File: config.mk
export PLATFORM = sky130hd
export DESIGN_NAME = fault_supervisor
export DESIGN_NICKNAME = d
export VERILOG_FILES = /design/src/rtl/fsup_pkg.sv /design/src/rtl/fsup_deglitch.sv /design/src/rtl/fsup_streak.sv /design/src/rtl/fault_supervisor.sv
export SDC_FILE = /design/constraint.sdc
export NUM_CORES = 1
export LEC_CHECK = 0
export BUFFER_PORTS_ARGS = -buffer_cell sky130_fd_sc_hd__buf_2
export CAP_MARGIN = 20
export CORE_ASPECT_RATIO = 1.4
export CORE_MARGIN = 3
export CORE_UTILIZATION = 30
export DETAILED_ROUTE_END_ITERATION = 10
export GPL_TIMING_DRIVEN = 0
export PLACE_DENSITY = 0.57
export SYNTH_ARGS = -nofsm -noshare
export SYNTH_HDL_FRONTEND = slang
export SYNTH_SLANG_ARGS = --single-unit
File: constraint.sdc
create_clock -name clk -period 3.5 [get_ports clk]
set_input_delay 0.175 -clock clk [delete_from_list [all_inputs] [get_ports clk]]
set_output_delay 0.175 -clock clk [all_outputs]
set_load 0.1 [all_outputs]
File: src/rtl/fsup_pkg.sv
package fsup_pkg;

    typedef enum logic [2:0] {
        ST_OFF      = 3'd0,
        ST_RUN      = 3'd1,
        ST_OT_HOLD  = 3'd2,
        ST_DRAIN    = 3'd3,
        ST_CHARGE   = 3'd4,
        ST_DISABLED = 3'd5
    } fsup_state_e;

    typedef enum logic [2:0] {
        FC_NONE     = 3'd0,
        FC_UVLO     = 3'd1,
        FC_OVP      = 3'd2,
        FC_OLP      = 3'd3,
        FC_OTP      = 3'd4,
        FC_SENSE    = 3'd5,
        FC_DISABLED = 3'd6
    } fsup_code_e;

endpackage

File: src/rtl/fsup_deglitch.sv
module fsup_deglitch #(
    parameter int unsigned HOLD_CYC = 20
) (
    input  logic clk,
    input  logic rst_n,
    input  logic raw,
    output logic clean
);
    localparam int unsigned CW = $clog2(HOLD_CYC + 1);
    localparam logic [CW-1:0] TOP = HOLD_CYC[CW-1:0];

    logic [CW-1:0] cnt;

    always_ff @(posedge clk or negedge rst_n) begin
        if (!rst_n)          cnt <= '0;
        else if (!raw)       cnt <= '0;
        else if (cnt != TOP) cnt <= cnt + 1'b1;
    end

    assign clean = (cnt == TOP);

    AST_DG_QUALIFIED: assert property (@(posedge clk) disable iff (!rst_n)
        clean |-> $past(raw));

endmodule

File: src/rtl/fsup_streak.sv
module fsup_streak #(
    parameter int unsigned LIMIT = 4
) (
    input  logic clk,
    input  logic rst_n,
    input  logic active,
    input  logic stb,
    input  logic hit,
    output logic trip
);
    localparam int unsigned CW = $clog2(LIMIT + 1);
    localparam logic [CW-1:0] TOP = LIMIT[CW-1:0];

    logic [CW-1:0] cnt;

    always_ff @(posedge clk or negedge rst_n) begin
        if (!rst_n)        cnt <= '0;
        else if (!active)  cnt <= '0;
        else if (stb) begin
            if (!hit)            cnt <= '0;
            else if (cnt != TOP) cnt <= cnt + 1'b1;
        end
    end

    assign trip = (cnt == TOP);

    AST_STREAK_FROM_HIT: assert property (@(posedge clk) disable iff (!rst_n)
        $rose(trip) |-> $past(stb && hit));

endmodule

File: src/rtl/fault_supervisor.sv
module fault_supervisor
    import fsup_pkg::*;
#(
    parameter int unsigned DEGLITCH_CYC = 2000,
    parameter int unsigned OLP_CYC      = 3640,
    parameter int unsigned OPEN_CYC     = 4,
    parameter int unsigned HICCUP_N     = 3
) (
    input  logic       clk,
    input  logic       rst_n,
    input  logic       cyc_stb,
    input  logic       vdd_above_on,
    input  logic       vdd_below_off,
    input  logic       vdd_ovp,
    input  logic       ot_high,
    input  logic       ot_low,
    input  logic       en_high,
    input  logic       en_low,
    input  logic       cl_hit,
    input  logic       cs_open,
    output logic       run_en,
    output logic       hv_src_on,
    output logic [2:0] fault_code
);
    localparam int unsigned HW = (HICCUP_N > 1) ? $clog2(HICCUP_N) : 1;
    localparam logic [HW-1:0] HIC_LAST = HW'(HICCUP_N - 1);

    fsup_state_e   st_q, st_d;
    fsup_code_e    flt_q, flt_d;
    logic [HW-1:0] hic_q, hic_d;

    logic ovp_q, dis_q, olp_trip, open_trip, running;

    assign running = (st_q == ST_RUN);

    fsup_deglitch #(.HOLD_CYC(DEGLITCH_CYC)) u_dg_ovp (
        .clk(clk), .rst_n(rst_n), .raw(vdd_ovp), .clean(ovp_q));

    fsup_deglitch #(.HOLD_CYC(DEGLITCH_CYC)) u_dg_en (
        .clk(clk), .rst_n(rst_n), .raw(en_low), .clean(dis_q));

    fsup_streak #(.LIMIT(OLP_CYC)) u_olp (
        .clk(clk), .rst_n(rst_n), .active(running), .stb(cyc_stb),
        .hit(cl_hit), .trip(olp_trip));

    fsup_streak #(.LIMIT(OPEN_CYC)) u_open (
        .clk(clk), .rst_n(rst_n), .active(running), .stb(cyc_stb),
        .hit(cs_open), .trip(open_trip));

    // next-state logic
    always_comb begin
        st_d  = st_q;
        flt_d = flt_q;
        hic_d = hic_q;
        if (dis_q && st_q != ST_DISABLED) begin
            st_d = ST_DISABLED;
        end else begin
            unique case (st_q)
                ST_OFF: begin
                    if (vdd_above_on) st_d = ST_RUN;
                end
                ST_RUN: begin
                    if (ovp_q) begin
                        st_d = ST_DRAIN; flt_d = FC_OVP; hic_d = '0;
                    end else if (olp_trip) begin
                        st_d = ST_DRAIN; flt_d = FC_OLP; hic_d = '0;
                    end else if (open_trip) begin
                        st_d = ST_DRAIN; flt_d = FC_SENSE; hic_d = '0;
                    end else if (vdd_below_off) begin
                        st_d = ST_OFF;
                    end else if (ot_high) begin
                        st_d = ST_OT_HOLD;
                    end
                end
                ST_OT_HOLD: begin
                    if (vdd_below_off) st_d = ST_OFF;
                    else if (ot_low)   st_d = ST_RUN;
                end
                ST_DRAIN: begin
                    if (vdd_below_off) st_d = ST_CHARGE;
                end
                ST_CHARGE: begin
                    if (vdd_above_on) begin
                        if (hic_q == HIC_LAST) begin
                            st_d = ST_RUN;
                        end else begin
                            st_d  = ST_DRAIN;
                            hic_d = hic_q + 1'b1;
                        end
                    end
                end
                ST_DISABLED: begin
                    if (en_high && !en_low) st_d = ST_OFF;
                end
                default: st_d = ST_OFF;
            endcase
        end
    end

    // state register
    always_ff @(posedge clk or negedge rst_n) begin
        if (!rst_n) begin
            st_q  <= ST_OFF;
            flt_q <= FC_NONE;
            hic_q <= '0;
        end else begin
            st_q  <= st_d;
            flt_q <= flt_d;
            hic_q <= hic_d;
        end
    end

    // output decode
    always_comb begin
        run_en     = 1'b0;
        hv_src_on  = 1'b0;
        fault_code = FC_NONE;
        unique case (st_q)
            ST_OFF:      begin hv_src_on = 1'b1; fault_code = FC_UVLO; end
            ST_RUN:      begin run_en = 1'b1; fault_code = FC_NONE; end
            ST_OT_HOLD:  fault_code = FC_OTP;
            ST_DRAIN:    fault_code = flt_q;
            ST_CHARGE:   begin hv_src_on = 1'b1; fault_code = flt_q; end
            ST_DISABLED: fault_code = FC_DISABLED;
            default:     fault_code = FC_UVLO;
        endcase
    end

    AST_UVLO_STOP: assert property (@(posedge clk) disable iff (!rst_n)
        (running && vdd_below_off) |=> !run_en);
    AST_RUN_START: assert property (@(posedge clk) disable iff (!rst_n)
        $rose(run_en) |-> ($past(vdd_above_on) || $past(ot_low)));
    AST_OVP_STOP: assert property (@(posedge clk) disable iff (!rst_n)
        (running && ovp_q) |=> !run_en);
    AST_OLP_STOP: assert property (@(posedge clk) disable iff (!rst_n)
        (running && olp_trip) |=> !run_en);
    AST_OT_STOP: assert property (@(posedge clk) disable iff (!rst_n)
        (running && ot_high) |=> !run_en);
    AST_DIS_QUIET: assert property (@(posedge clk) disable iff (!rst_n)
        (dis_q && !en_high) |=> (!run_en && !hv_src_on));
    AST_OPEN_STOP: assert property (@(posedge clk) disable iff (!rst_n)
        (running && open_trip) |=> !run_en);
    AST_HIC_BOUND: assert property (@(posedge clk) disable iff (!rst_n)
        hic_q <= HIC_LAST);

endmodule

; After elaboration in Yosys (flattened, before gate mapping)
; Cells that the tools add are included.
[totals]
register_bits = 45
inputBits = 12
wordCells = 93
[op_classes]
add_sub_neg = 5
eq_ne = 29
mux = 38
bitwise = 1
reduce_logical = 13
[op_table]
columns = operator, count
row1 = $mux 3, 19
row2 = $mux 12, 4
row3 = $mux 11, 4
row4 = $add 11x1->11 const B, 2
row5 = $eq 11x11->1 const B, 2
row6 = $ne 11x11->1 const B, 2
row7 = $ne 3x3->1 const B, 7
row8 = $pmux 3 s6, 1
row9 = $add 12x1->12 const B, 1
row10 = $eq 12x12->1 const B, 1
row11 = $mux 2, 6
row12 = $ne 12x12->1 const B, 1
row13 = $pmux 3 s4, 1
row14 = $eq 3x3->1 const B, 3
row15 = $ne 4x4->1 const B, 2
row16 = $ne 7x7->1 const B, 1
row17 = $eq 3x2->1 const B, 2
row18 = $ne 2x2->1 const B, 3
row19 = $reduce_and 6->1, 1
row20 = $reduce_and 5->1, 1
row21 = $ne 2x1->1 const B, 2
row22 = $pmux 2 s2, 1
row23 = $reduce_and 2->1, 2
row24 = $reduce_or 2->1, 2
row25 = 13 further kinds, 15

; Depth between registers and ports, before layout
[logic_depth]
depth_word = 7
mapped_depth = 8

; Cells and area by module
; Synthesis repeated with hierarchy kept, for this count alone.
[hier_totals]
cells_unflattened = 292
hier_area_um2 = 2742.6
[modules_own_cells]
columns = module, instances, cells_each, area_per_inst_um2
row1 = fsup_deglitch, 2, 60, 596.8
row2 = fsup_streak at u_olp, 1, 78, 742.0
row3 = fault_supervisor, 1, 72, 613.1
row4 = fsup_streak at u_open, 1, 22, 193.9

; Least setup slack after synthesis
; OpenSTA, ideal clock, no wires.
[synth_timing]
path_kind = reg2out
startpoint = register st_q[0]
endpoint = output port fault_code[2]
arrival_ps = 2438
required_time_ps = 3325
slack_ps = 887
stages_incl_launch_ff = 5
path_buffers = 2
path_cell_list = dfrtp_1 clkbuf_1 buf_1 nor2_1 o22ai_1
[synth_between]
elab_chain_cells = 3
word_cells_on_any_way = 7
classes_between = eq/ne: 5 / mux: 1 / reduce/logical: 1
[synth_rtl]
columns = item, line
row1 = "start, declared", fault_supervisor.sv:28  ; fsup_state_e st_q, st_d;
row2 = "start signal, assigned", fault_supervisor.sv:107  ; st_q <= st_d;
row3 = $eq 3x3->1 / $eq 3x2->1 (equally long branches), fault_supervisor.sv:118  ; unique case (st_q)
row4 = $reduce_or 2->1 (no source line), --
row5 = $pmux 3 s4 *, fault_supervisor.sv:118
row6 = "end, declared", fault_supervisor.sv:23  ; output logic [2:0] fault_code
; Mark *: on every way between the ends. The rest lies on a longest branch, timed or not.

; Worst setup path in the final report
[layout_timing]
startpoint = register st_q[2]
endpoint = output port run_en
[layout_between]
elab_chain_cells = 2
[layout_rtl]
columns = item, line
row1 = $eq 3x1->1, fault_supervisor.sv:118
row2 = $mux 1, fault_supervisor.sv:118
row3 = "end, declared", fault_supervisor.sv:21  ; output logic run_en,
; Every way passes these cells.

==> flow_metrics.env <==
export IMPL_syn_to_final_growth_pct=14.4
export IMPL_fillers=867
export IMPL_holdPathStages=2
export IMPL_grt_pass1_wl_mm=9.43
export IMPL_layout_setup_ws_ns=1.22
export IMPL_p_leak_nw=1.24
export IMPL_synth_top_area_cell="dfrtp_1"
export IMPL_net_switching_power_mw=0.708
export IMPL_cts_max_path_buffers=2
export IMPL_yosysWarnings=0
export IMPL_min_path_type="primary input to flop"
export IMPL_regArea_um2=1130
export IMPL_combPwrFrac_pct=37.6
export IMPL_setup_viol=0
export IMPL_power_share_clock_pct=26.8
export IMPL_start_util_pct=31.4
export IMPL_dieWidth_um=84.8
export IMPL_gr_usage_met3_pct=1.76
export IMPL_grt_use_met1_pct=12.2
export IMPL_r2r_end="u_olp.cnt[2]"
export IMPL_ir_worst_vdd_v=0.000742
export IMPL_syn_inst=292
export IMPL_reg2reg_slack_ns=1.44
export IMPL_numCtsBuffers=5
export IMPL_dr_pass1_iters=4
export IMPL_io_pins=17
export IMPL_synth_area_um2=2600
export IMPL_io_buffers=16
export IMPL_syn_avg_cell_area_um2=8.92
export IMPL_insertion_delay_ns=0.29
export IMPL_syn_nets=313
export IMPL_synthDominantCellAreaShare_pct=43.2
export IMPL_fin_util_pct=35.9
export IMPL_swShare_pct=41.8
export IMPL_outcome="finished, final reports clean"
export IMPL_worstMarginPinSlew_ns=0.747
export IMPL_wl_mm=5.36
export IMPL_die_h_um=116
export IMPL_synth_seq_cells=45
export IMPL_grtUsageTotal_pct=11.8
export IMPL_intPower_mw=0.986
export IMPL_crit_slowest_cell="buf_2"
export IMPL_ys_seq_area_share_pct=43.2
export IMPL_first_iter_violations=125
export IMPL_clkSlewWorstSetupHoldPaths_ns=0.06
export IMPL_cts_sinks=45
export IMPL_routedWlPerCell_um=12.8
export IMPL_synth_area_leaders="dfrtp_1 43%, nand2_1 4.9%, ha_1 4.3%"
export IMPL_final_cell_mix="45 x dfrtp_1, 34 x nand2_1, 24 x nor2_1, 18 x inv_1"
export IMPL_rsz0062_at_grt="false"
export IMPL_seqPwrFrac_pct=35.6
export IMPL_crit_path_end_kind="primary output"
export IMPL_vias=2099
export IMPL_detailed_place_hpwl_mm=3.96
export IMPL_grt_util_met2_pct=22.7
export IMPL_globalplace_congestion=0.747
export IMPL_final_layout_size_suffix_gt1_share_pct=9.43
export IMPL_place_worst_setup_slack_ns=1.44
export IMPL_grt_max_degree=46
export IMPL_vias_per_cell=5.00
export IMPL_rows=39
export IMPL_cts_root_buf="clkbuf_16"
export IMPL_clock_skew_ns=0.00355
export IMPL_antenna_found_initial=0
export IMPL_h_tree_depth=2
export IMPL_period_minus_slack_ns=2.28
export IMPL_grt_pass1_vias=2163
export IMPL_hold_violations=0
export IMPL_maxSlewHeadroom_pct=49.5
export IMPL_min_from="vdd_ovp"
export IMPL_fin_nets=338
export IMPL_dieArea_um2=9850
export IMPL_worstSetupStartpointType="flop"
export IMPL_final_common_cell="dfrtp_1"
export IMPL_crit_arrival_ns=2.11
export IMPL_tns_ns=0
export IMPL_cts_resized=0
export IMPL_grt_overflow=0
export IMPL_ant_nets=0
export IMPL_period_share_pct=65.2
export IMPL_required_ns=3.32
export IMPL_multi_input_area_um2=1370
export IMPL_rr_worst_depth=7
export IMPL_slew_viol_final=0
export IMPL_async_flop_share_pct=100
export IMPL_p_per_area_nw_per_um2=569
export IMPL_slowest_delay_ns=0.46
export IMPL_crit_fanout=10
export IMPL_synth_edff_count=0
export IMPL_min_to="u_dg_ovp.cnt[7]"
export IMPL_synthFlopType="dfrtp_1"
export IMPL_cap_violations=0
export IMPL_synthDistinctLibCells=48
export IMPL_fmax_ghz=0.438
export IMPL_post_route_drc_count=0
export IMPL_r2r_start="u_olp.cnt[0]"
export IMPL_top_usage_layer="met2"
export IMPL_fp_coreArea_um2=8300
export IMPL_crit_type="flop to primary output"
export IMPL_cp_top_family="buffers and inverters"
export IMPL_cts_tree="done"
export IMPL_n_antenna_cell=0
export IMPL_path_cells="clkbuf_1, nor2_1, nand2_1, inv_1, buf_2"
export IMPL_path_buf_inv=3
-- cell families (layout without fill, tap and decap cells) --
kind of cell / count (synthesis) / after routing / share of synthesized area, %
AOI/OAI and AO/OA: 55 / 55 / 12.9
xor gates and xnor gates: 20 / 20 / 6.72
adders and majority gates: 9 / 9 / 4.32
buffers and inverters: 26 / 52 / 4.03
DFF: 45 / 45 / 43.2
muxes: 2 / 2 / 0.769
and+or+nand+nor: 135 / 135 / 28.0
-- synth_stat cells, drive strengths merged, types with 4 or more instances --
cell    instances
a21oi          15
nand4           7
nor2           24
and3            4
xor2            8
dfrtp          45
a21boi          4
nand2          35
and2           13
inv            18
ha              9
nor3            4
nand3          15
nor2b           7
clkbuf          6
o21ai          17
xnor2          12
or3             9
-- per-stage QoR --
stage	cells	hold WS (ns)	instance area, µm²	power, mW
after floorplan	292	-0.121	2610	1.11
after global placement	410	0.409	2810	1.24
after detailed placement	410	0.426	2810	1.25
after CTS	418	0.115	2950	1.71
after global routing	420	0.149	2980	1.80
final	420	0.128	2980	1.69
-- power groups by stage --
stage | Clock [mW] | Combinational (mW) | Sequential [mW]
CTS | 0.470 | 0.639 | 0.602
floorplan | 0 | 0.512 | 0.602
global placement | 0 | 0.632 | 0.609
global route | 0.486 | 0.707 | 0.609
finish | 0.454 | 0.637 | 0.602
detailed placement | 0 | 0.638 | 0.612
-- flip-flops by register name (all words and copies together), names as in the netlist --
name,flops
flt_q,3
hic_q,2
st_q,3
u_dg_en.cnt,11
u_dg_ovp.cnt,11
u_olp.cnt,12
u_open.cnt,3
-- area by class of cell --
class                           instances  share of cell area, %
Multi-Input combinational cell        221                   46.1
Buffer                                  8                   1.26
Clock buffer                            8                   4.58
Sequential cell                        45                   37.8
Tap cell                              102                   4.28
Inverter                               18                   2.27
Timing Repair Buffer                   18                   3.70
-- worst register-to-register path, delay by kind of cell (launching register included) --
kind	cells	cell delay, ns
and+or+nand+nor	3	0.68
AOI/OAI and AO/OA	2	0.59
buffers and inverters	1	0.08
DFF	1	0.42
adders and majority gates	1	0.14
-- metal layers --
layer  part of all wire, %  routed length [µm]  up-vias
met4                   2.6                 141        0
li1                      -                   -     1057
met3                   2.6                 140        8
met1                    42                2270     1000
met2                    52                2800       34
met5                     0                   0        -
-- timing repair --
item / in CTS / in global routing
setup buffers: 0 / 0
hold buffers: 0 / 1
endpoints found under the hold margin: 0 / 10
-- worst max path at each step --
stage                     depth (start not counted)  slack [ns]    startpoint       endpoint
after floorplan                                   4        0.89       st_q[0]  fault_code[2]
after global placement                            7        1.48  u_olp.cnt[0]   u_olp.cnt[2]
after detailed placement                          7        1.44  u_olp.cnt[0]   u_olp.cnt[2]
after CTS                                         5        1.22       st_q[2]         run_en
after global routing                              5        1.03       st_q[1]         run_en
final                                             5        1.22       st_q[2]         run_en
(Power assumes the default switching activity.)
